### src/rtl/i2c_tgt_pkg.sv
package i2c_tgt_pkg;
    localparam int unsigned REG_AW  = 3;
    localparam int unsigned FLAGS_N = 7;
    localparam int unsigned CTRL_N  = 4;

    // status / interrupt-mask bit positions
    localparam int unsigned FL_ADDR   = 0;
    localparam int unsigned FL_RXD    = 1;
    localparam int unsigned FL_TXD    = 2;
    localparam int unsigned FL_EMPTY  = 3;
    localparam int unsigned FL_STOP   = 4;
    localparam int unsigned FL_TXMODE = 5;
    localparam int unsigned FL_GCALL  = 6;

    // control bit positions
    localparam int unsigned CT_NACK = 0;
    localparam int unsigned CT_GC   = 1;
    localparam int unsigned CT_EN   = 2;

    // register offsets
    localparam logic [REG_AW-1:0] OFS_CTRL = 3'd0;
    localparam logic [REG_AW-1:0] OFS_STAT = 3'd1;
    localparam logic [REG_AW-1:0] OFS_IEN  = 3'd2;
    localparam logic [REG_AW-1:0] OFS_OWN  = 3'd3;
    localparam logic [REG_AW-1:0] OFS_DATA = 3'd4;

    typedef enum logic [2:0] {
        ST_IDLE, ST_ADDR, ST_ACK_A, ST_RX, ST_ACK_R, ST_TX, ST_ACK_T, ST_WAIT
    } eng_st_e;
endpackage

### src/rtl/i2c_tgt_sync.sv
module i2c_tgt_sync #(
    parameter int unsigned STAGES = 2
) (
    input  logic clk,
    input  logic rst_n,
    input  logic scl_i,
    input  logic sda_i,
    output logic scl_o,
    output logic sda_o,
    output logic scl_rise,
    output logic scl_fall,
    output logic start_det,
    output logic stop_det
);
    // STAGES synchroniser flops plus one history flop per line
    logic [STAGES:0] scl_d, scl_q, sda_d, sda_q;
    logic            scl_prev, sda_prev;

    always_comb begin
        scl_d = {scl_q[STAGES-1:0], scl_i};
        sda_d = {sda_q[STAGES-1:0], sda_i};
    end

    always_ff @(posedge clk or negedge rst_n) begin
        if (!rst_n) begin
            scl_q <= '1;
            sda_q <= '1;
        end else begin
            scl_q <= scl_d;
            sda_q <= sda_d;
        end
    end

    assign scl_o     = scl_q[STAGES-1];
    assign sda_o     = sda_q[STAGES-1];
    assign scl_prev  = scl_q[STAGES];
    assign sda_prev  = sda_q[STAGES];
    assign scl_rise  = scl_o & ~scl_prev;
    assign scl_fall  = ~scl_o & scl_prev;
    assign start_det = scl_o & scl_prev & sda_prev & ~sda_o;
    assign stop_det  = scl_o & scl_prev & ~sda_prev & sda_o;
endmodule

### src/rtl/i2c_tgt_engine.sv
module i2c_tgt_engine
    import i2c_tgt_pkg::*;
#(
    parameter int unsigned DW = 8
) (
    input  logic               clk,
    input  logic               rst_n,
    input  logic               sda_s,
    input  logic               scl_rise,
    input  logic               scl_fall,
    input  logic               start_det,
    input  logic               stop_det,
    input  logic               active,
    input  logic               gc_en,
    input  logic [DW-2:0]      own_addr,
    input  logic               force_nack,
    input  logic               host_wr,
    input  logic [DW-1:0]      host_wdata,
    input  logic               host_rd,
    output logic               sda_oe,
    output logic               scl_oe,
    output logic [FLAGS_N-1:0] ev_set,
    output logic               mode_we,
    output logic               mode_val,
    output logic               rx_we,
    output logic [DW-1:0]      rx_byte
);
    localparam int unsigned CW = $clog2(DW + 1);

    typedef struct packed {
        eng_st_e       st;
        logic [DW-1:0] sh;
        logic [CW-1:0] cnt;
        logic          hold;
        logic          rdir;
        logic          acked;
        logic          nack;
    } eng_t;

    eng_t          d, q;
    logic [DW-2:0] addr_rx;
    logic          rw_rx, hit_own, hit_gc;

    assign addr_rx = q.sh[DW-1:1];
    assign rw_rx   = q.sh[0];
    assign hit_own = active && (addr_rx == own_addr);
    assign hit_gc  = active && gc_en && (addr_rx == '0) && !rw_rx;

    always_comb begin
        d        = q;
        ev_set   = '0;
        mode_we  = 1'b0;
        mode_val = 1'b0;
        rx_we    = 1'b0;
        unique case (q.st)
            ST_ADDR: begin
                if (scl_rise) begin
                    d.sh  = {q.sh[DW-2:0], sda_s};
                    d.cnt = q.cnt + CW'(1);
                end else if (scl_fall && q.cnt == CW'(DW)) begin
                    if (hit_own || hit_gc) begin
                        d.st               = ST_ACK_A;
                        d.rdir             = rw_rx;
                        ev_set[FL_ADDR]    = 1'b1;
                        ev_set[FL_GCALL]   = hit_gc;
                        ev_set[FL_EMPTY]   = rw_rx;
                        mode_we            = 1'b1;
                        mode_val           = rw_rx;
                    end else begin
                        d.st = ST_WAIT;
                    end
                end
            end
            ST_ACK_A: begin
                if (scl_fall) begin
                    d.st   = q.rdir ? ST_TX : ST_RX;
                    d.hold = 1'b1;
                    d.cnt  = '0;
                end
            end
            ST_RX: begin
                if (scl_rise) begin
                    d.sh  = {q.sh[DW-2:0], sda_s};
                    d.cnt = q.cnt + CW'(1);
                end else if (scl_fall && q.cnt == CW'(DW)) begin
                    rx_we          = 1'b1;
                    ev_set[FL_RXD] = 1'b1;
                    d.st           = ST_ACK_R;
                    d.nack         = force_nack;
                    d.cnt          = '0;
                end
            end
            ST_ACK_R: begin
                if (scl_fall) begin
                    d.st   = ST_RX;
                    d.hold = 1'b1;
                end
            end
            ST_TX: begin
                if (scl_fall && !q.hold) begin
                    d.sh  = {q.sh[DW-2:0], 1'b0};
                    d.cnt = q.cnt + CW'(1);
                    if (q.cnt == CW'(DW - 1)) begin
                        d.st  = ST_ACK_T;
                        d.cnt = '0;
                    end
                end
            end
            ST_ACK_T: begin
                if (scl_rise) begin
                    d.acked        = ~sda_s;
                    ev_set[FL_TXD] = 1'b1;
                end else if (scl_fall) begin
                    if (q.acked) begin
                        d.st             = ST_TX;
                        d.hold           = 1'b1;
                        ev_set[FL_EMPTY] = 1'b1;
                    end else begin
                        d.st = ST_WAIT;
                    end
                end
            end
            default: ;
        endcase

        // host service releases the stretched clock
        if (q.hold && q.st == ST_RX && host_rd) begin
            d.hold = 1'b0;
        end
        if (q.hold && q.st == ST_TX && host_wr) begin
            d.hold = 1'b0;
            d.sh   = host_wdata;
            d.cnt  = '0;
        end

        // bus conditions override everything
        if (start_det) begin
            d.st   = ST_ADDR;
            d.cnt  = '0;
            d.sh   = '0;
            d.hold = 1'b0;
        end else if (stop_det) begin
            d.st            = ST_IDLE;
            d.hold          = 1'b0;
            ev_set[FL_STOP] = 1'b1;
        end
    end

    always_ff @(posedge clk or negedge rst_n) begin
        if (!rst_n) begin
            q <= '{st: ST_IDLE, default: '0};
        end else begin
            q <= d;
        end
    end

    assign rx_byte = q.sh;
    assign scl_oe  = q.hold;
    assign sda_oe  = (q.st == ST_ACK_A)
                   | (q.st == ST_ACK_R && !q.nack)
                   | (q.st == ST_TX && !q.hold && !q.sh[DW-1]);
endmodule

### src/rtl/i2c_target_flags.sv
module i2c_target_flags
    import i2c_tgt_pkg::*;
#(
    parameter int unsigned DATA_W      = 8,
    parameter int unsigned SYNC_STAGES = 2
) (
    input  logic              clk,
    input  logic              rst_n,
    input  logic              reg_wr,
    input  logic              reg_rd,
    input  logic [REG_AW-1:0] reg_addr,
    input  logic [DATA_W-1:0] reg_wdata,
    output logic [DATA_W-1:0] reg_rdata,
    output logic              irq,
    input  logic              scl_i,
    input  logic              sda_i,
    output logic              scl_oe,
    output logic              sda_oe
);
    localparam int unsigned ADDR_W = DATA_W - 1;

    typedef struct packed {
        logic [CTRL_N-1:0]  ctrl;
        logic [FLAGS_N-1:0] stat;
        logic [FLAGS_N-1:0] ien;
        logic [ADDR_W-1:0]  own;
        logic [DATA_W-1:0]  data;
    } regs_t;

    regs_t              d, q;
    logic               scl_s, sda_s, scl_rise, scl_fall, start_det, stop_det;
    logic [FLAGS_N-1:0] ev_set;
    logic               mode_we, mode_val, rx_we, host_wr, host_rd, active;
    logic [DATA_W-1:0]  rx_byte;
    logic [FLAGS_N-1:0] stat_view, ien_view;

    i2c_tgt_sync #(.STAGES(SYNC_STAGES)) u_sync (
        .clk(clk), .rst_n(rst_n), .scl_i(scl_i), .sda_i(sda_i),
        .scl_o(scl_s), .sda_o(sda_s), .scl_rise(scl_rise), .scl_fall(scl_fall),
        .start_det(start_det), .stop_det(stop_det)
    );

    assign host_wr = reg_wr && (reg_addr == OFS_DATA);
    assign host_rd = reg_rd && (reg_addr == OFS_DATA);
    assign active  = q.ctrl[CT_EN] && (q.own != '0);

    i2c_tgt_engine #(.DW(DATA_W)) u_eng (
        .clk(clk), .rst_n(rst_n), .sda_s(sda_s), .scl_rise(scl_rise),
        .scl_fall(scl_fall), .start_det(start_det), .stop_det(stop_det),
        .active(active), .gc_en(q.ctrl[CT_GC]), .own_addr(q.own),
        .force_nack(q.ctrl[CT_NACK]), .host_wr(host_wr), .host_wdata(reg_wdata),
        .host_rd(host_rd), .sda_oe(sda_oe), .scl_oe(scl_oe), .ev_set(ev_set),
        .mode_we(mode_we), .mode_val(mode_val), .rx_we(rx_we), .rx_byte(rx_byte)
    );

    always_comb begin
        d = q;
        if (reg_wr) begin
            unique case (reg_addr)
                OFS_CTRL: d.ctrl = reg_wdata[CTRL_N-1:0];
                OFS_STAT: d.stat = q.stat & reg_wdata[FLAGS_N-1:0];
                OFS_IEN:  d.ien  = reg_wdata[FLAGS_N-1:0];
                OFS_OWN:  d.own  = reg_wdata[ADDR_W-1:0];
                OFS_DATA: d.data = reg_wdata;
                default: ;
            endcase
        end
        d.stat = d.stat | ev_set;
        if (mode_we) begin
            d.stat[FL_TXMODE] = mode_val;
        end
        if (rx_we) begin
            d.data = rx_byte;
        end
    end

    always_ff @(posedge clk or negedge rst_n) begin
        if (!rst_n) begin
            q <= '0;
        end else begin
            q <= d;
        end
    end

    always_comb begin
        unique case (reg_addr)
            OFS_CTRL: reg_rdata = DATA_W'(q.ctrl);
            OFS_STAT: reg_rdata = DATA_W'(q.stat);
            OFS_IEN:  reg_rdata = DATA_W'(q.ien);
            OFS_OWN:  reg_rdata = DATA_W'(q.own);
            OFS_DATA: reg_rdata = q.data;
            default:  reg_rdata = '0;
        endcase
    end

    assign irq       = |(q.stat & q.ien);
    assign stat_view = q.stat;
    assign ien_view  = q.ien;
endmodule

### config.mk
export PLATFORM = sky130hd
export DESIGN_NAME = i2c_target_flags
export DESIGN_NICKNAME = d
export VERILOG_FILES = /design/src/rtl/i2c_tgt_pkg.sv /design/src/rtl/i2c_tgt_sync.sv /design/src/rtl/i2c_tgt_engine.sv /design/src/rtl/i2c_target_flags.sv
export SDC_FILE = /design/constraint.sdc
export NUM_CORES = 1
export LEC_CHECK = 0
export ABC_CLOCK_PERIOD_IN_PS = 2800
export BUFFER_PORTS_ARGS = -buffer_cell sky130_fd_sc_hd__buf_2
export CAP_MARGIN = 20
export CORE_AREA = 2 2 77 79
export CTS_CLUSTER_SIZE = 12
export DETAILED_ROUTE_END_ITERATION = 7
export DIE_AREA = 0 0 79 81
export PLACE_DENSITY = 0.82
export SETUP_SLACK_MARGIN = 0.4
export SLEW_MARGIN = 0
export SYNTH_ARGS = -nofsm -noshare
export SYNTH_HDL_FRONTEND = slang
export SYNTH_SLANG_ARGS = --single-unit
export TNS_END_PERCENT = 20
### constraint.sdc
create_clock -name clk -period 2.8 [get_ports clk]
set_clock_uncertainty 0.15 [all_clocks]
set_input_delay 0.14 -clock clk [delete_from_list [all_inputs] [get_ports clk]]
set_output_delay 0.14 -clock clk [all_outputs]
set_load 0.05 [all_outputs]
* Word-level counts from Yosys, hierarchy flattened
Cells that the tools add are included.
** Storage, ports and cells
- Bits of input ports :: 17
- Word-level logic and storage cells :: 172
- Output and inout port bits :: 11
- Flip-flop bits (word level) :: 58
** Cells by class
- $add $sub $neg :: 1
- Multiplexer cells :: 65
- Bitwise logic cells :: 17
- Equal/unequal tests :: 33
- Reductions and logical operators :: 42
** Operators by type and width (count)
- $pmux W8 S5 :: 1
- $mux W3 :: 13
- $ne A4 B3 Y1 const B :: 9
- $mux W1 :: 30
- $mux W29 :: 1
- $mux W12 :: 2
- $mux W8 :: 3
- $ne A6 B3 Y1 const B :: 4
- $pmux W8 S3 :: 1
- $mux W7 :: 3
- $pmux W3 S6 :: 1
- $logic_and A1 B1 Y1 :: 16
- $ne A4 B4 Y1 const B :: 4
- $pmux W4 S4 :: 1
- $mux W15 :: 1
- $and A7 B7 Y7 :: 2
- $reduce_bool A7 Y1 :: 2
- $mux W13 :: 1
- $eq A3 B2 Y1 const B :: 4
- $eq A3 B3 Y1 const B :: 4
- $mux W4 :: 3
- $reduce_and A11 Y1 :: 1
- $reduce_and A2 Y1 :: 5
- $reduce_and A4 Y1 :: 2
- 28 further kinds :: 44

* Longest topological paths before layout
Gate-level depths: netlist (run 1).
- Word-level depth :: 12
- Gate-level depth with buffers :: 8
- Gate-level depth less buffers :: 7

* Modules after synthesis
A second synthesis (run 1) with hierarchy kept.
** Second synthesis, totals
- Cells, all modules :: 345
- Area total of the unflattened synthesis :: 3492.1 um2
** By module, submodules not included
- i2c_target_flags :: sequential area each 825.8 um2, cells an instance 153, area an instance 1749.2 um2, times used 1
- i2c_tgt_engine :: sequential area each 475.5 um2, cells an instance 182, area an instance 1552.7 um2, times used 1
- i2c_tgt_sync :: sequential area each 157.7 um2, cells an instance 10, area an instance 190.2 um2, times used 1

* Worst setup path before layout (run 1)
Ideal clock, no wire load.
- Path kind :: input -> output
- Start point :: input port reg_addr[1]
- End point :: output port reg_rdata[5]
- Required time :: 2.510 ns
- Cell stages on the path :: 6
- Buffers on the path :: 2
- Data arrival time :: 1.960 ns
- Slack :: 0.550 ns
- Cells stage by stage :: buf_6 clkbuf_1 nand2_1 nor2_1 a21oi_1 o21ai_0
** Between the ends
- Cells in the longest elaborated chain, start to end :: 2
- Elaborated cells between the ends (all ways) :: 6
- Classes of those cells :: eq/ne: 4; mux: 1; reduce/logical: 1
** Ends and longest elaborated chain
- start: declaration :: line i2c_target_flags.sv:11 : input logic [REG_AW-1:0] reg_addr,
- $eq A3 B3 Y1, or another cell as far along :: line i2c_target_flags.sv:86 : unique case (reg_addr)
- $pmux W8 S5 * :: line i2c_target_flags.sv:86
- end: declaration :: line i2c_target_flags.sv:13 : output logic [DATA_W-1:0] reg_rdata,
Mark *: on every way between the ends. The rest lies on a longest branch, timed or not.

* Worst setup path in the final report (run 1)
- Start point :: register u_sync.scl_q[1]
- End point :: register u_eng.q[6] in the netlist's numbering
** Between the ends
- Cells in the longest elaborated chain, start to end :: 5
- Elaborated cells between the ends (all ways) :: 18
- Classes of those cells :: eq/ne: 4; mux: 4; bitwise: 6; reduce/logical: 4
** Ends and longest elaborated chain
- start: declaration :: line i2c_tgt_sync.sv:16 : logic [STAGES:0] scl_d, scl_q, sda_d, sda_q;
- start signal: assignment :: line i2c_tgt_sync.sv:29 : scl_q <= scl_d;
- $and A1 B1 Y1, or another cell as far along (3 in series) :: line i2c_tgt_sync.sv:40 : assign start_det = scl_o & scl_prev & sda_prev & ~sda_o;
- $ne A5 B4 Y1 (no line), or another cell as far along
- $reduce_and A5 Y1 (no line) or $mux W12 (tied branches)
- end signal: assignment :: line i2c_tgt_engine.sv:151 : q <= '{st: ST_IDLE, default: '0};
- end signal: assignment :: line i2c_tgt_engine.sv:153 : q <= d;
- end: declaration :: line i2c_tgt_engine.sv:40 : eng_t d, q;
Several ways; a longest one is shown, not always the timed one.
A chain may end at the register's enable or synchronous reset.

==> results of run 1 <==
## metrics by stage
step	cell area [sq um]	hold WS (ns)
after floorplan	3260	-0.306
final	3740	0.158
after CTS	3730	0.152
after global routing	3740	0.179
after detailed placement	3430	0.0973
after global placement	3430	0.0954
## cell usage after synthesis (6+ instances only)
cell                       count
sky130_fd_sc_hd__inv_1         9
sky130_fd_sc_hd__nand2b_1      7
sky130_fd_sc_hd__dfstp_2       6
sky130_fd_sc_hd__a22oi_1      12
sky130_fd_sc_hd__nand3_1      11
sky130_fd_sc_hd__a21oi_1      13
sky130_fd_sc_hd__nand2_1      31
sky130_fd_sc_hd__clkbuf_1      7
sky130_fd_sc_hd__nor2b_1       9
sky130_fd_sc_hd__mux2i_1      17
sky130_fd_sc_hd__mux2_2       23
sky130_fd_sc_hd__dfrtp_1      52
sky130_fd_sc_hd__nor2_1       16
sky130_fd_sc_hd__xnor2_1       7
sky130_fd_sc_hd__o21ai_0      37
## power groups by stage
stage	Sequential (mW)	Combinational, mW	Clock (mW)
6_report	1.41	1.20	0.756
5_1_grt	1.45	1.34	0.807
4_1_cts	1.40	1.19	0.768
3_5_place_dp	1.41	1.17	0
3_3_place_gp	1.40	1.15	0
2_1_floorplan	1.28	1.00	0
## sequential cells by signal, indices dropped and copies added (netlist names)
register / cells
ien_view: 7
u_sync.scl_q: 3
stat_view: 7
q: 19
u_eng.rx_byte: 8
u_eng.q: 10
u_eng.scl_oe: 1
u_sync.sda_q: 3
## per-layer routing
layer  track usage, %  wire length [um]  vias to the layer above
met1             36.7              3460                     1334
li1                 -                 -                     1298
met4             12.9               221                        0
met5                0                 0                        -
met3             6.11               503                       21
met2             42.7              3820                      122
## layout make-up
class	count	area share, %
flip-flops and latches	58	39.0
repair buffers	42	7.36
well taps	75	2.51
clock buffers	9	3.31
multi-input cells	246	45.0
inverters	9	0.903
clock inverters	7	1.87
## cell families (layout without fill, tap and decap cells)
group	after synthesis	count (layout)	share of synthesized area [%]
simple gates	107	107	17.7
xor+xnor	7	7	1.88
compound gates	90	90	17.9
fa+ha+maj	2	2	0.767
buf+inv	24	67	3.84
mux	40	40	13.2
flops	58	58	44.7
## what timing repair did
item | 4_1_cts | 5_1_grt
gates resized for setup | 0 | 2
endpoints found under the setup margin | 0 | 6
endpoints found under the hold margin | 76 | 0
hold buffers | 11 | 0
## worst max-delay path, delay by kind of cell, from the launching register on
| kind | cells | cell delay, ns |
|---|---|---|
| simple gates | 2 | 0.98 |
| flops | 1 | 0.61 |
| compound gates | 3 | 0.48 |
## worst paths after layout
path	end	startpoint	cells after the start	slack [ns]
worst max-delay path	u_eng.q[6]	u_sync.scl_q[1]	5	0.48
worst max register to register	u_eng.q[6]	u_sync.scl_q[1]	5	0.48
worst min-delay path	u_eng.scl_oe	reg_rd	4	0.16
worst min register to register	u_sync.sda_q[1]	u_sync.sda_q[0]	0	0.21
max in group asynchronous	u_eng.q[16]	rst_n	3	1.66
min in group asynchronous	ien_view[5]	rst_n	3	0.33
==> impl_results.rst, run 1 <==
.. list-table::
   :header-rows: 1

   * - Metric
     - Value
   * - IO Pins
     - 28
   * - Global-route usage over all layers
     - 27.4%
   * - Count of fill cells added during filler insertion
     - 466
   * - Height of the die
     - 81 um
   * - Global placement routability congestion
     - 0.868
   * - Util after Layout
     - 65.9%
   * - Max stage delay cell, worst path
     - sky130_fd_sc_hd__dfstp_2
   * - Number of placement rows
     - 28
   * - Number of routed nets with antenna violations
     - 0
   * - Number of CTS-inserted buffers
     - 9
   * - Area added between synthesis and finish
     - 14.7%
   * - Most area-consuming cells after synthesis
     - sky130_fd_sc_hd__dfrtp_1, sky130_fd_sc_hd__mux2_2, sky130_fd_sc_hd__o21ai_0, sky130_fd_sc_hd__mux2i_1, sky130_fd_sc_hd__dfstp_2
   * - Mean area per synthesized cell
     - 9.94 sq um
   * - Root buf cell
     - sky130_fd_sc_hd__clkbuf_8
   * - Maximum buffer depth of the clock tree
     - 2
   * - Clock-pin slew on the worst setup and hold paths
     - 0.07 ns
   * - Type of element capturing the critical path
     - flip-flop
   * - Placed wire-length estimate after detailed placement
     - 5.40 mm
   * - Crit-path cells
     - and4b_1, a31oi_4, o211a_1, or4_1, o311ai_1
   * - Critical path fanouts, max
     - 13
   * - Placeable core region
     - 5680 sq um
   * - Lkg Pwr
     - 1.58 nW
   * - Via/cell ratio
     - 6.22
   * - Fraction of power consumed by combinational cells
     - 35.8%
   * - Antenna fix cells
     - 0
   * - Async set-or-reset flop fraction in the synthesized netlist
     - 100%
   * - Remaining routing DRC violations
     - 0
   * - Setup repair after global routing missed its margin
     - true
   * - Count of cell types in the netlist
     - 50
   * - Remaining global-route overflow
     - 0
   * - Number of nets produced by synthesis
     - 347
   * - Fmax achieved
     - 430 MHz
   * - Total wire length
     - 8.01 mm
   * - Highest-count cells in the layout ignoring fill and taps
     - sky130_fd_sc_hd__dfrtp_1, sky130_fd_sc_hd__o21ai_0, sky130_fd_sc_hd__nand2_1, sky130_fd_sc_hd__buf_2, sky130_fd_sc_hd__mux2_2
   * - Net Sw Power
     - 1.36 mW
   * - Post-Place Worst Slack
     - 0.473 ns
   * - Critical setup path kind
     - flip-flop to flip-flop
   * - Largest net degree at the start of global routing
     - 59
   * - Setup violators final
     - 0
   * - Type of origin of the critical path
     - flip-flop
   * - Final Hold Vio Count
     - 0
   * - Die area
     - 6400 sq um
   * - Most frequently used flop master after synthesis
     - sky130_fd_sc_hd__dfrtp_1
   * - Most common cell after layout, fill and taps aside
     - sky130_fd_sc_hd__dfrtp_1
   * - Insertion delay of the later-clocked pin in the worst-skew pair
     - 0.34 ns
   * - Status
     - finished, final reports clean
   * - Sequential power share
     - 41.8%
   * - Power consumption
     - 3.37 mW
   * - Power per cell area
     - 901 nW/um^2
   * - Global-route wire length before repair
     - 13.3 mm
   * - Worst rel slew slack
     - 49.6%
   * - Post-CTS setup repair buffer count
     - 0
   * - Internal power contribution
     - 2.01 mW
   * - Largest area contributor in the netlist
     - sky130_fd_sc_hd__dfrtp_1
   * - Detailed Route Iter0 Violations
     - 248
   * - Fraction of layout cells with a size suffix above 1
     - 22.9%
   * - Vias after detailed routing
     - 2775
   * - Number of violations of the max-capacitance limit
     - 0
   * - Footprint of the multi-input gates
     - 1680 sq um
   * - Class of the tightest hold or removal check
     - primary input to flip-flop
   * - Final routed wire length divided by cell count
     - 17.9 um
   * - Share of synthesized area occupied by flip-flops and latches
     - 44.7%
   * - Slew at the pin with the worst max-slew slack
     - 0.754 ns
   * - Initial core utilization
     - 57.5%
   * - Pre-antenna DRT Iters
     - 5
   * - Max-slew violations
     - 0
   * - Required time worst endpoint
     - 2.89 ns
   * - Switch share
     - 40.4%
   * - # clock sinks
     - 58
   * - CP peak stage delay
     - 0.61 ns
   * - Max H-tree Level
     - 3
   * - Share of the synthesized area in the top cell type
     - 39.9%
   * - Number of buffers inserted by port buffering
     - 27
   * - Clock power share
     - 22.4%
   * - Synthesis-stage register bit count
     - 58
   * - Arrival time reported for the critical path endpoint
     - 2.41 ns
   * - Cells after DPL
     - 419
   * - TritonCTS clock tree
     - built
   * - Number of nets in the layout
     - 385
   * - Combined flip-flop and latch cell area
     - 1460 sq um
   * - Count of flip-flops with a built-in enable after synthesis
     - 0
   * - Number of antenna violations at the first check in global routing
     - 0
   * - Final std cells w/o fill
     - 446
   * - Worst-case vdd ir drop
     - 0.833 mV
   * - Die W
     - 79 um
   * - Post-synthesis instance area
     - 3260 sq um
   * - Aggregate negative setup slack
     - 0 ns
   * - Portion of the clock cycle consumed by the worst path in the final layout
     - 83.0%
   * - Via count of the first global-routing pass
     - 2580
   * - Fin crit period
     - 2.32 ns
   * - Final setup slack of the worst path
     - 0.476 ns
   * - Cells after synthesis
     - 328
   * - Total of warnings raised by yosys
     - 0
Note: power is estimated with default switching activity, not from simulation.
==> run 2: changes to the inputs <==
--- a/config.mk
+++ b/config.mk
@@ -5,14 +5,14 @@
 export SDC_FILE = /design/constraint.sdc
 export NUM_CORES = 1
 export LEC_CHECK = 0
-export ABC_CLOCK_PERIOD_IN_PS = 2800
+export ABC_CLOCK_PERIOD_IN_PS = 1980
 export BUFFER_PORTS_ARGS = -buffer_cell sky130_fd_sc_hd__buf_2
 export CAP_MARGIN = 20
-export CORE_AREA = 2 2 77 79
+export CORE_AREA = 2 2 81 83
 export CTS_CLUSTER_SIZE = 12
 export DETAILED_ROUTE_END_ITERATION = 7
-export DIE_AREA = 0 0 79 81
-export PLACE_DENSITY = 0.82
+export DIE_AREA = 0 0 83 85
+export PLACE_DENSITY = 0.78
 export SETUP_SLACK_MARGIN = 0.4
 export SLEW_MARGIN = 0
 export SYNTH_ARGS = -nofsm -noshare
==> constraint.sdc (replaced) <==
create_clock -name clk -period 1.98 [get_ports clk]
set_clock_uncertainty 0.15 [all_clocks]
set_input_delay 0.099 -clock clk [delete_from_list [all_inputs] [get_ports clk]]
set_output_delay 0.099 -clock clk [all_outputs]
set_load 0.05 [all_outputs]
==> run 2 against run 1 <==
Effect of this change:
- the run now ends with setup timing left
- die area increased by 10%
- non-clock buffer count increased by 53
- worst hold slack got worse by 0.058 ns
- worst setup slack got worse by 0.54 ns
- combinational power increased by 120%
- cell count increased by 12%
- count of clock-buffer cells in the layout increased by 4
- sequential share of layout area decreased by 6.5 points
- clock power increased by 51%
- first-iteration DRC count increased by 12%
- sequential cell count unchanged
- critical path type unchanged
==> impl_results.rst, run 2 (synthesized netlist as in run 1, its figures left out) <==
.. list-table::
   :header-rows: 1

   * - Metric
     - Value
   * - Status
     - complete, but fails checks (was finished, final reports clean)
   * - Violations in the final reports
     - setup timing
   * - Number of stages on the worst hold path
     - 4 (unchanged)
   * - Fraction of layout cells with a size suffix above 1
     - 40.0% (was 22.9%)
   * - Largest net degree at the start of global routing
     - 36 (was 59)
   * - Highest-count cells in the layout ignoring fill and taps
     - sky130_fd_sc_hd__dfrtp_1, sky130_fd_sc_hd__buf_4, sky130_fd_sc_hd__o21ai_0, sky130_fd_sc_hd__nand2_1, sky130_fd_sc_hd__mux2_2 (was sky130_fd_sc_hd__dfrtp_1, sky130_fd_sc_hd__o21ai_0, sky130_fd_sc_hd__nand2_1, sky130_fd_sc_hd__buf_2, sky130_fd_sc_hd__mux2_2)
   * - Final Hold Vio Count
     - 0 (unchanged)
   * - Util after Layout
     - 72.3% (was 65.9%)
   * - Clock-pin slew on the worst setup and hold paths
     - 0.06 ns (was 0.07 ns)
   * - Slew at the pin with the worst max-slew slack
     - 0.579 ns (was 0.754 ns)
   * - Combined flip-flop and latch cell area
     - 1460 sq um (about the same)
   * - Placed wire-length estimate after detailed placement
     - 6.46 mm (was 5.40 mm)
   * - Power per cell area
     - 1280 nW/um^2 (was 901 nW/um^2)
   * - Arrival time reported for the critical path endpoint
     - 2.12 ns (was 2.41 ns)
   * - Via/cell ratio
     - 6.07 (was 6.22)
   * - Portion of the clock cycle consumed by the worst path in the final layout
     - 103% (was 83.0%)
   * - Die area
     - 7060 sq um (was 6400 sq um)
   * - Number of buffers inserted by port buffering
     - 27 (unchanged)
   * - Fmax achieved
     - 489 MHz (was 430 MHz)
   * - Endpoint of the lowest-slack register-to-register path
     - u_eng.q[18] (was u_eng.q[6])
   * - Launching element of the worst setup path
     - u_sync.scl_q[2] (was u_sync.scl_q[1])
   * - Met2 GRT Util
     - 44.9% (was 42.7%)
   * - Footprint of the multi-input gates
     - 1910 sq um (was 1680 sq um)
   * - Maximum buffer depth of the clock tree
     - 2 (unchanged)
   * - Worst rel slew slack
     - 61.4% (was 49.6%)
   * - Insertion delay of the later-clocked pin in the worst-skew pair
     - 0.34 ns (about the same)
   * - Crit-path cells
     - buf_4, and4b_1, o21ai_0, a22oi_1, nand3b_1, a31o_2 (was and4b_1, a31oi_4, o211a_1, or4_1, o311ai_1)
   * - Required time worst endpoint
     - 2.06 ns (was 2.89 ns)
   * - Global placement routability congestion
     - 0.882 (was 0.868)
   * - Vias after detailed routing
     - 3035 (was 2775)
   * - Height of the die
     - 85 um (was 81 um)
   * - Final routed wire length divided by cell count
     - 18.8 um (was 17.9 um)
   * - Flip-flop count of the largest register, all copies and words added
     - 19 (unchanged)
   * - Met3 layer usage reported by global route
     - 3.70% (was 6.11%)
   * - Number of antenna violations at the first check in global routing
     - 0 (unchanged)
   * - Worst hold slack
     - 0.100 ns (was 0.158 ns)
   * - R2R Setup Slk
     - -0.06 ns (was 0.48 ns)
   * - Area added between synthesis and finish
     - 37.6% (was 14.7%)
   * - Critical path fanouts, max
     - 6 (was 13)
   * - Setup repair after global routing missed its margin
     - true (unchanged)
   * - Final setup slack of the worst path
     - -0.0635 ns (was 0.476 ns)
   * - Type of element capturing the critical path
     - flip-flop (unchanged)
   * - Die W
     - 83 um (was 79 um)
   * - Initial core utilization
     - 52.6% (was 57.5%)
   * - Root buf cell
     - sky130_fd_sc_hd__clkbuf_8 (unchanged)
   * - Remaining global-route overflow
     - 0 (unchanged)
   * - Number of CTS-inserted buffers
     - 9 (unchanged)
   * - CP peak stage delay
     - 0.55 ns (was 0.61 ns)
   * - Critical setup path kind
     - flip-flop to flip-flop (unchanged)
   * - Pre-antenna DRT Iters
     - 5 (unchanged)
   * - Startpoint of the worst-slack reg-to-reg timing path
     - u_sync.scl_q[2] (was u_sync.scl_q[1])
   * - Max H-tree Level
     - 3 (unchanged)
   * - Antenna fix cells
     - 0 (unchanged)
   * - Detailed Route Iter0 Violations
     - 278 (was 248)
   * - Type of origin of the critical path
     - flip-flop (unchanged)
   * - TritonCTS clock tree
     - built (unchanged)
   * - Worst-case vdd ir drop
     - 1.27 mV (was 0.833 mV)
   * - Number of nets in the layout
     - 438 (was 385)
   * - Reg2Reg Depth
     - 6 (was 5)
   * - Global-route usage over all layers
     - 27.4% (about the same)
   * - Count of fill cells added during filler insertion
     - 411 (was 466)
   * - Setup violators final
     - 5 (was 0)
   * - Global-route wire length before repair
     - 15.0 mm (was 13.3 mm)
   * - Via count of the first global-routing pass
     - 3002 (was 2580)
   * - Class of the tightest hold or removal check
     - primary input to flip-flop (unchanged)
   * - Most common cell after layout, fill and taps aside
     - sky130_fd_sc_hd__dfrtp_1 (unchanged)
   * - Number of violations of the max-capacitance limit
     - 0 (unchanged)
   * - Remaining routing DRC violations
     - 0 (unchanged)
   * - IO Pins
     - 28 (unchanged)
   * - Fin crit period
     - 2.04 ns (was 2.32 ns)
   * - Placeable core region
     - 6200 sq um (was 5680 sq um)
   * - Max stage delay cell, worst path
     - sky130_fd_sc_hd__dfstp_2 (unchanged)
   * - Number of routed nets with antenna violations
     - 0 (unchanged)
   * - Worst setup endpoint
     - u_eng.q[18] (was u_eng.q[6])
   * - Largest Register
     - q (unchanged)
   * - # clock sinks
     - 58 (unchanged)
   * - Met1 usage
     - 34.4% (was 36.7%)
   * - Lkg Pwr
     - 1.95 nW (was 1.58 nW)
   * - Number of placement rows
     - 29 (was 28)
   * - Max-slew violations
     - 0 (unchanged)
   * - Most Used Layer, Global Route
     - met2 (unchanged)
   * - Total wire length
     - 9.39 mm (was 8.01 mm)
-- run 2: worst min-delay path by stage --
stage / startpoint / end
3_3_place_gp: rst_n / q[4]
6_report: reg_rd / u_eng.scl_oe
5_1_grt: reg_rd / u_eng.scl_oe
4_1_cts: reg_rd / u_eng.scl_oe
3_5_place_dp: rst_n / q[5]
2_1_floorplan: rst_n / ien_view[0]
-- run 2: power by group --
part	total, mW	switching (mW)	internal (mW)
Clock	1.14	0.460	0.676
Combinational	2.68	1.38	1.31
Sequential	1.91	0.389	1.52
Total	5.73	2.23	3.50
-- run 2: what timing repair did --
action | 4_1_cts | 5_1_grt
cloned | 0 | 1
hold buffers | 11 | 0
gates resized for setup | 46 | 38
pin swaps | 17 | 23
setup buffers | 5 | 0
setup endpoints to repair | 42 | 42
endpoints found under the hold margin | 55 | 0
-- run 2: per-layer routing --
metal	up-vias	part of all wire [%]
met3	37	5.2
met4	0	4.7
li1	1391	-
met1	1480	40
met2	127	50
met5	-	0
-- run 2: cell type report --
class	count	share of cell area [%]
clock buffers	13	3.76
clock inverters	2	0.781
inverters	9	0.753
multi-input cells	246	42.6
flip-flops and latches	58	32.6
well taps	77	2.15
repair buffers	95	17.3
-- run 2: worst max-delay path: cells and delay by family, from the launching register on --
| family | cells | cell delay [ns] |
|---|---|---|
| AND/OR/NAND/NOR | 2 | 0.47 |
| buffers and inverters | 1 | 0.14 |
| flip-flops | 1 | 0.55 |
| AO/OA/AOI/OAI | 3 | 0.62 |
-- run 2: stage by stage --
step                      total power, mW  setup TNS [ns]  std cells  setup slack (ns)  instance area [sq um]
after floorplan                      3.25         -0.0584        328           -0.0203                   3290
after global placement               4.00          -0.241        468           -0.0540                   3820
after detailed placement             4.09          -0.645        468            -0.143                   3820
after CTS                            5.47          -0.209        499           -0.0667                   4350
after global routing                 6.08           -1.22        500            -0.163                   4490
final                                5.73          -0.240        500           -0.0635                   4490
==> run 3: changes to the inputs <==
--- a/config.mk
+++ b/config.mk
@@ -12,7 +12,7 @@
 export CTS_CLUSTER_SIZE = 12
 export DETAILED_ROUTE_END_ITERATION = 7
 export DIE_AREA = 0 0 83 85
-export PLACE_DENSITY = 0.78
+export PLACE_DENSITY_LB_ADDON = 0.05
 export SETUP_SLACK_MARGIN = 0.4
 export SLEW_MARGIN = 0
 export SYNTH_ARGS = -nofsm -noshare
==> run 3 against run 2 <==
Effect of this change:
- global-route usage up 0.87 points
- first-iteration DRC count down 19%
- combinational power down 3%
- worst hold slack better by 0.042 ns
- sequential share of layout area up 0.072 points
- largest cell class unchanged
- clock power down 11%
- register-to-register slack worse by 0.04 ns
- critical path depth up 1
- largest power group unchanged
- the flow still finishes with violations (setup timing)
- sequential cell count unchanged
- count of clock-buffer cells in the layout up 1
==> impl_results.rst, run 3 (synthesized netlist as in run 1, its figures left out) <==
.. list-table::
   :header-rows: 1

   * - Metric
     - Value
   * - Status
     - complete, but fails checks (unchanged)
   * - Violations in the final reports
     - setup timing (unchanged)
   * - Placed wire-length estimate after detailed placement
     - 6.29 mm (was 6.46 mm)
   * - Power per cell area
     - 1240 nW/um^2 (was 1280 nW/um^2)
   * - Critical path's top delay family
     - simple AND/OR/NAND/NOR gates (was compound AO/OA/AOI/OAI gates)
   * - Final setup slack of the worst path
     - -0.103 ns (was -0.0635 ns)
   * - Type of element capturing the critical path
     - flip-flop (unchanged)
   * - Global placement routability congestion
     - 0.875 (was 0.882)
   * - Flip-flop count of the largest register, all copies and words added
     - 19 (unchanged)
   * - Fin crit period
     - 2.08 ns (was 2.04 ns)
   * - Largest net degree at the start of global routing
     - 59 (was 36)
   * - Slew at the pin with the worst max-slew slack
     - 0.394 ns (was 0.579 ns)
   * - Most Used Layer, Global Route
     - met2 (unchanged)
   * - Portion of the clock cycle consumed by the worst path in the final layout
     - 105% (was 103%)
   * - Global-route usage over all layers
     - 28.3% (was 27.4%)
   * - Number of CTS-inserted buffers
     - 9 (unchanged)
   * - Number of nets in the layout
     - 443 (was 438)
   * - Via count of the first global-routing pass
     - 3130 (was 3002)
   * - Number of antenna violations at the first check in global routing
     - 0 (unchanged)
   * - Placeable core region
     - 6200 sq um (unchanged)
   * - Sequential power share
     - 34.5% (was 33.3%)
   * - Root buf cell
     - sky130_fd_sc_hd__clkbuf_8 (unchanged)
   * - Critical path fanouts, max
     - 5 (was 6)
   * - Fmax achieved
     - 480 MHz (was 489 MHz)
   * - Critical setup path kind
     - flip-flop to flip-flop (unchanged)
   * - Crit-path cells
     - and4b_1, buf_6, a31oi_4, buf_6, nand2_2, or4_4, o311ai_2 (was buf_4, and4b_1, o21ai_0, a22oi_1, nand3b_1, a31o_2)
   * - Initial core utilization
     - 52.6% (unchanged)
   * - Remaining global-route overflow
     - 0 (unchanged)
   * - CP peak stage delay
     - 0.53 ns (was 0.55 ns)
   * - Post-Place Worst Slack
     - -0.156 ns (was -0.143 ns)
   * - Type of origin of the critical path
     - flip-flop (unchanged)
   * - Area added between synthesis and finish
     - 37.1% (was 37.6%)
   * - Detailed Route Iter0 Violations
     - 226 (was 278)
   * - Class of the tightest hold or removal check
     - primary input to async pin (was primary input to flip-flop)
   * - Cells after DPL
     - 470 (was 468)
   * - Highest-count cells in the layout ignoring fill and taps
     - sky130_fd_sc_hd__buf_4, sky130_fd_sc_hd__dfrtp_1, sky130_fd_sc_hd__nand2_1, sky130_fd_sc_hd__o21ai_0, sky130_fd_sc_hd__mux2_2 (was sky130_fd_sc_hd__dfrtp_1, sky130_fd_sc_hd__buf_4, sky130_fd_sc_hd__o21ai_0, sky130_fd_sc_hd__nand2_1, sky130_fd_sc_hd__mux2_2)
   * - Number of violations of the max-capacitance limit
     - 0 (unchanged)
   * - Setup violators final
     - 8 (was 5)
   * - Standard cell area after detailed placement
     - 3830 sq um (was 3820 sq um)
   * - Global-route wire length before repair
     - 15.6 mm (was 15.0 mm)
   * - IO Pins
     - 28 (unchanged)
   * - Post-route cell area
     - 4470 sq um (was 4490 sq um)
   * - Met2 GRT Util
     - 47.4% (was 44.9%)
   * - Number of placement rows
     - 29 (unchanged)
   * - Remaining routing DRC violations
     - 0 (unchanged)
   * - Number of routed nets with antenna violations
     - 0 (unchanged)
   * - Internal power contribution
     - 3.32 mW (was 3.50 mW)
   * - Final Hold Vio Count
     - 0 (unchanged)
   * - Clock-pin slew on the worst setup and hold paths
     - 0.07 ns (was 0.06 ns)
   * - Final routed wire length divided by cell count
     - 18.6 um (was 18.8 um)
   * - Cell mode on critical path
     - sky130_fd_sc_hd__buf_6
   * - Switch share
     - 39.8% (was 38.9%)
   * - Total wire length
     - 9.41 mm (was 9.39 mm)
   * - CP Buf/Inv Count
     - 2 (was 1)
   * - Largest Register
     - q (unchanged)
   * - Count of fill cells added during filler insertion
     - 499 (was 411)
   * - Pre-antenna DRT Iters
     - 4 (was 5)
   * - Worst rel slew slack
     - 73.4% (was 61.4%)
   * - Arrival time reported for the critical path endpoint
     - 2.16 ns (was 2.12 ns)
   * - Worst-case vdd ir drop
     - 0.895 mV (was 1.27 mV)
   * - Number of buffers inserted by port buffering
     - 27 (unchanged)
   * - Insertion delay of the later-clocked pin in the worst-skew pair
     - 0.33 ns (was 0.34 ns)
   * - Required time worst endpoint
     - 2.06 ns (about the same)
   * - Met3 layer usage reported by global route
     - 7.00% (was 3.70%)
   * - Die area
     - 7060 sq um (unchanged)
   * - Lkg Pwr
     - 1.96 nW (was 1.95 nW)
   * - Fraction of layout cells with a size suffix above 1
     - 41.0% (was 40.0%)
   * - TritonCTS clock tree
     - built (unchanged)
   * - Clock power share
     - 18.3% (was 19.8%)
   * - Max-slew violations
     - 0 (unchanged)
   * - Antenna fix cells
     - 0 (unchanged)
   * - Met1 usage
     - 34.3% (was 34.4%)
   * - Via/cell ratio
     - 6.00 (was 6.07)
   * - Die W
     - 83 um (unchanged)
   * - Fraction of power consumed by combinational cells
     - 47.2% (was 46.9%)
   * - Net Sw Power
     - 2.20 mW (was 2.23 mW)
   * - Vias after detailed routing
     - 3036 (was 3035)
   * - Maximum buffer depth of the clock tree
     - 2 (unchanged)
   * - # clock sinks
     - 58 (unchanged)
   * - Most common cell after layout, fill and taps aside
     - sky130_fd_sc_hd__buf_4 (was sky130_fd_sc_hd__dfrtp_1)
   * - Max H-tree Level
     - 3 (unchanged)
   * - Max stage delay cell, worst path
     - sky130_fd_sc_hd__dfstp_2 (unchanged)
   * - Height of the die
     - 85 um (unchanged)
   * - Final std cells w/o fill
     - 506 (was 500)
   * - Setup repair after global routing missed its margin
     - true (unchanged)
==> run 3: path summary, 6_finish.rpt <==
path | cells past startpoint | endpoint | from | slack, ns
min in group clk | 4 | u_eng.scl_oe | reg_rd | 0.15
worst max register to register | 7 | u_eng.q[6] | u_sync.sda_q[1] | -0.10
worst min register to register | 0 | u_sync.scl_q[1] | u_sync.scl_q[0] | 0.21
worst max-delay path | 7 | u_eng.q[6] | u_sync.sda_q[1] | -0.10
max in group asynchronous | 3 | u_sync.sda_q[0] | rst_n | 1.23
worst min-delay path | 3 | q[5] | rst_n | 0.14
==> run 3: power by group through the flow <==
| stage | registers [mW] | clock network [mW] | logic (mW) |
|---|---|---|---|
| final | 1.91 | 1.01 | 2.61 |
| after global routing | 1.95 | 1.09 | 2.86 |
| after CTS | 1.89 | 1.03 | 2.42 |
| after detailed placement | 1.89 | 0 | 2.17 |
| after global placement | 1.89 | 0 | 2.13 |
| after floorplan | 1.81 | 0 | 1.44 |
==> run 3: worst min-delay path, delay by kind of cell <==
family | cells | cell delay (ns)
buffers and inverters | 3 | 0.92
==> run 3: timing repair <==
item | in CTS | in global routing
setup endpoints to repair | 41 | 42
pin swaps | 26 | 25
hold endpoints to repair | 88 | 0
buffers inserted | 8 | 1
hold buffers | 11 | 0
gates resized for setup | 49 | 33
==> run 3: metrics by stage <==
step	power, mW	setup TNS, ns	utilization (%)	hold slack (ns)
finish	5.53	-0.248	72.1	0.142
global route	5.89	-1.43	72.1	0.132
CTS	5.34	-0.0764	70.3	0.127
detailed placement	4.07	-0.573	61.7	-0.0215
global placement	4.03	-0.333	61.7	-0.0208
floorplan	3.25	-0.0584	-	-0.347
==> run 3: routing by layer <==
| metal | vias up | routed length (um) |
|---|---|---|
| met4 | 0 | 374 |
| met5 | - | 0 |
| li1 | 1398 | - |
| met1 | 1504 | 3980 |
| met3 | 30 | 419 |
| met2 | 104 | 4630 |
==> run 3: cell type report <==
type,count,area [sq um],share of cell area [%]
Multi-Input combinational cell,246,1890,42.3
Sequential cell,58,1460,32.6
Timing Repair Buffer,100,806,18.0
Clock buffer,14,173,3.86
Tap cell,77,96.3,2.15
Inverter,9,33.8,0.755
Clock inverter,2,10.0,0.224
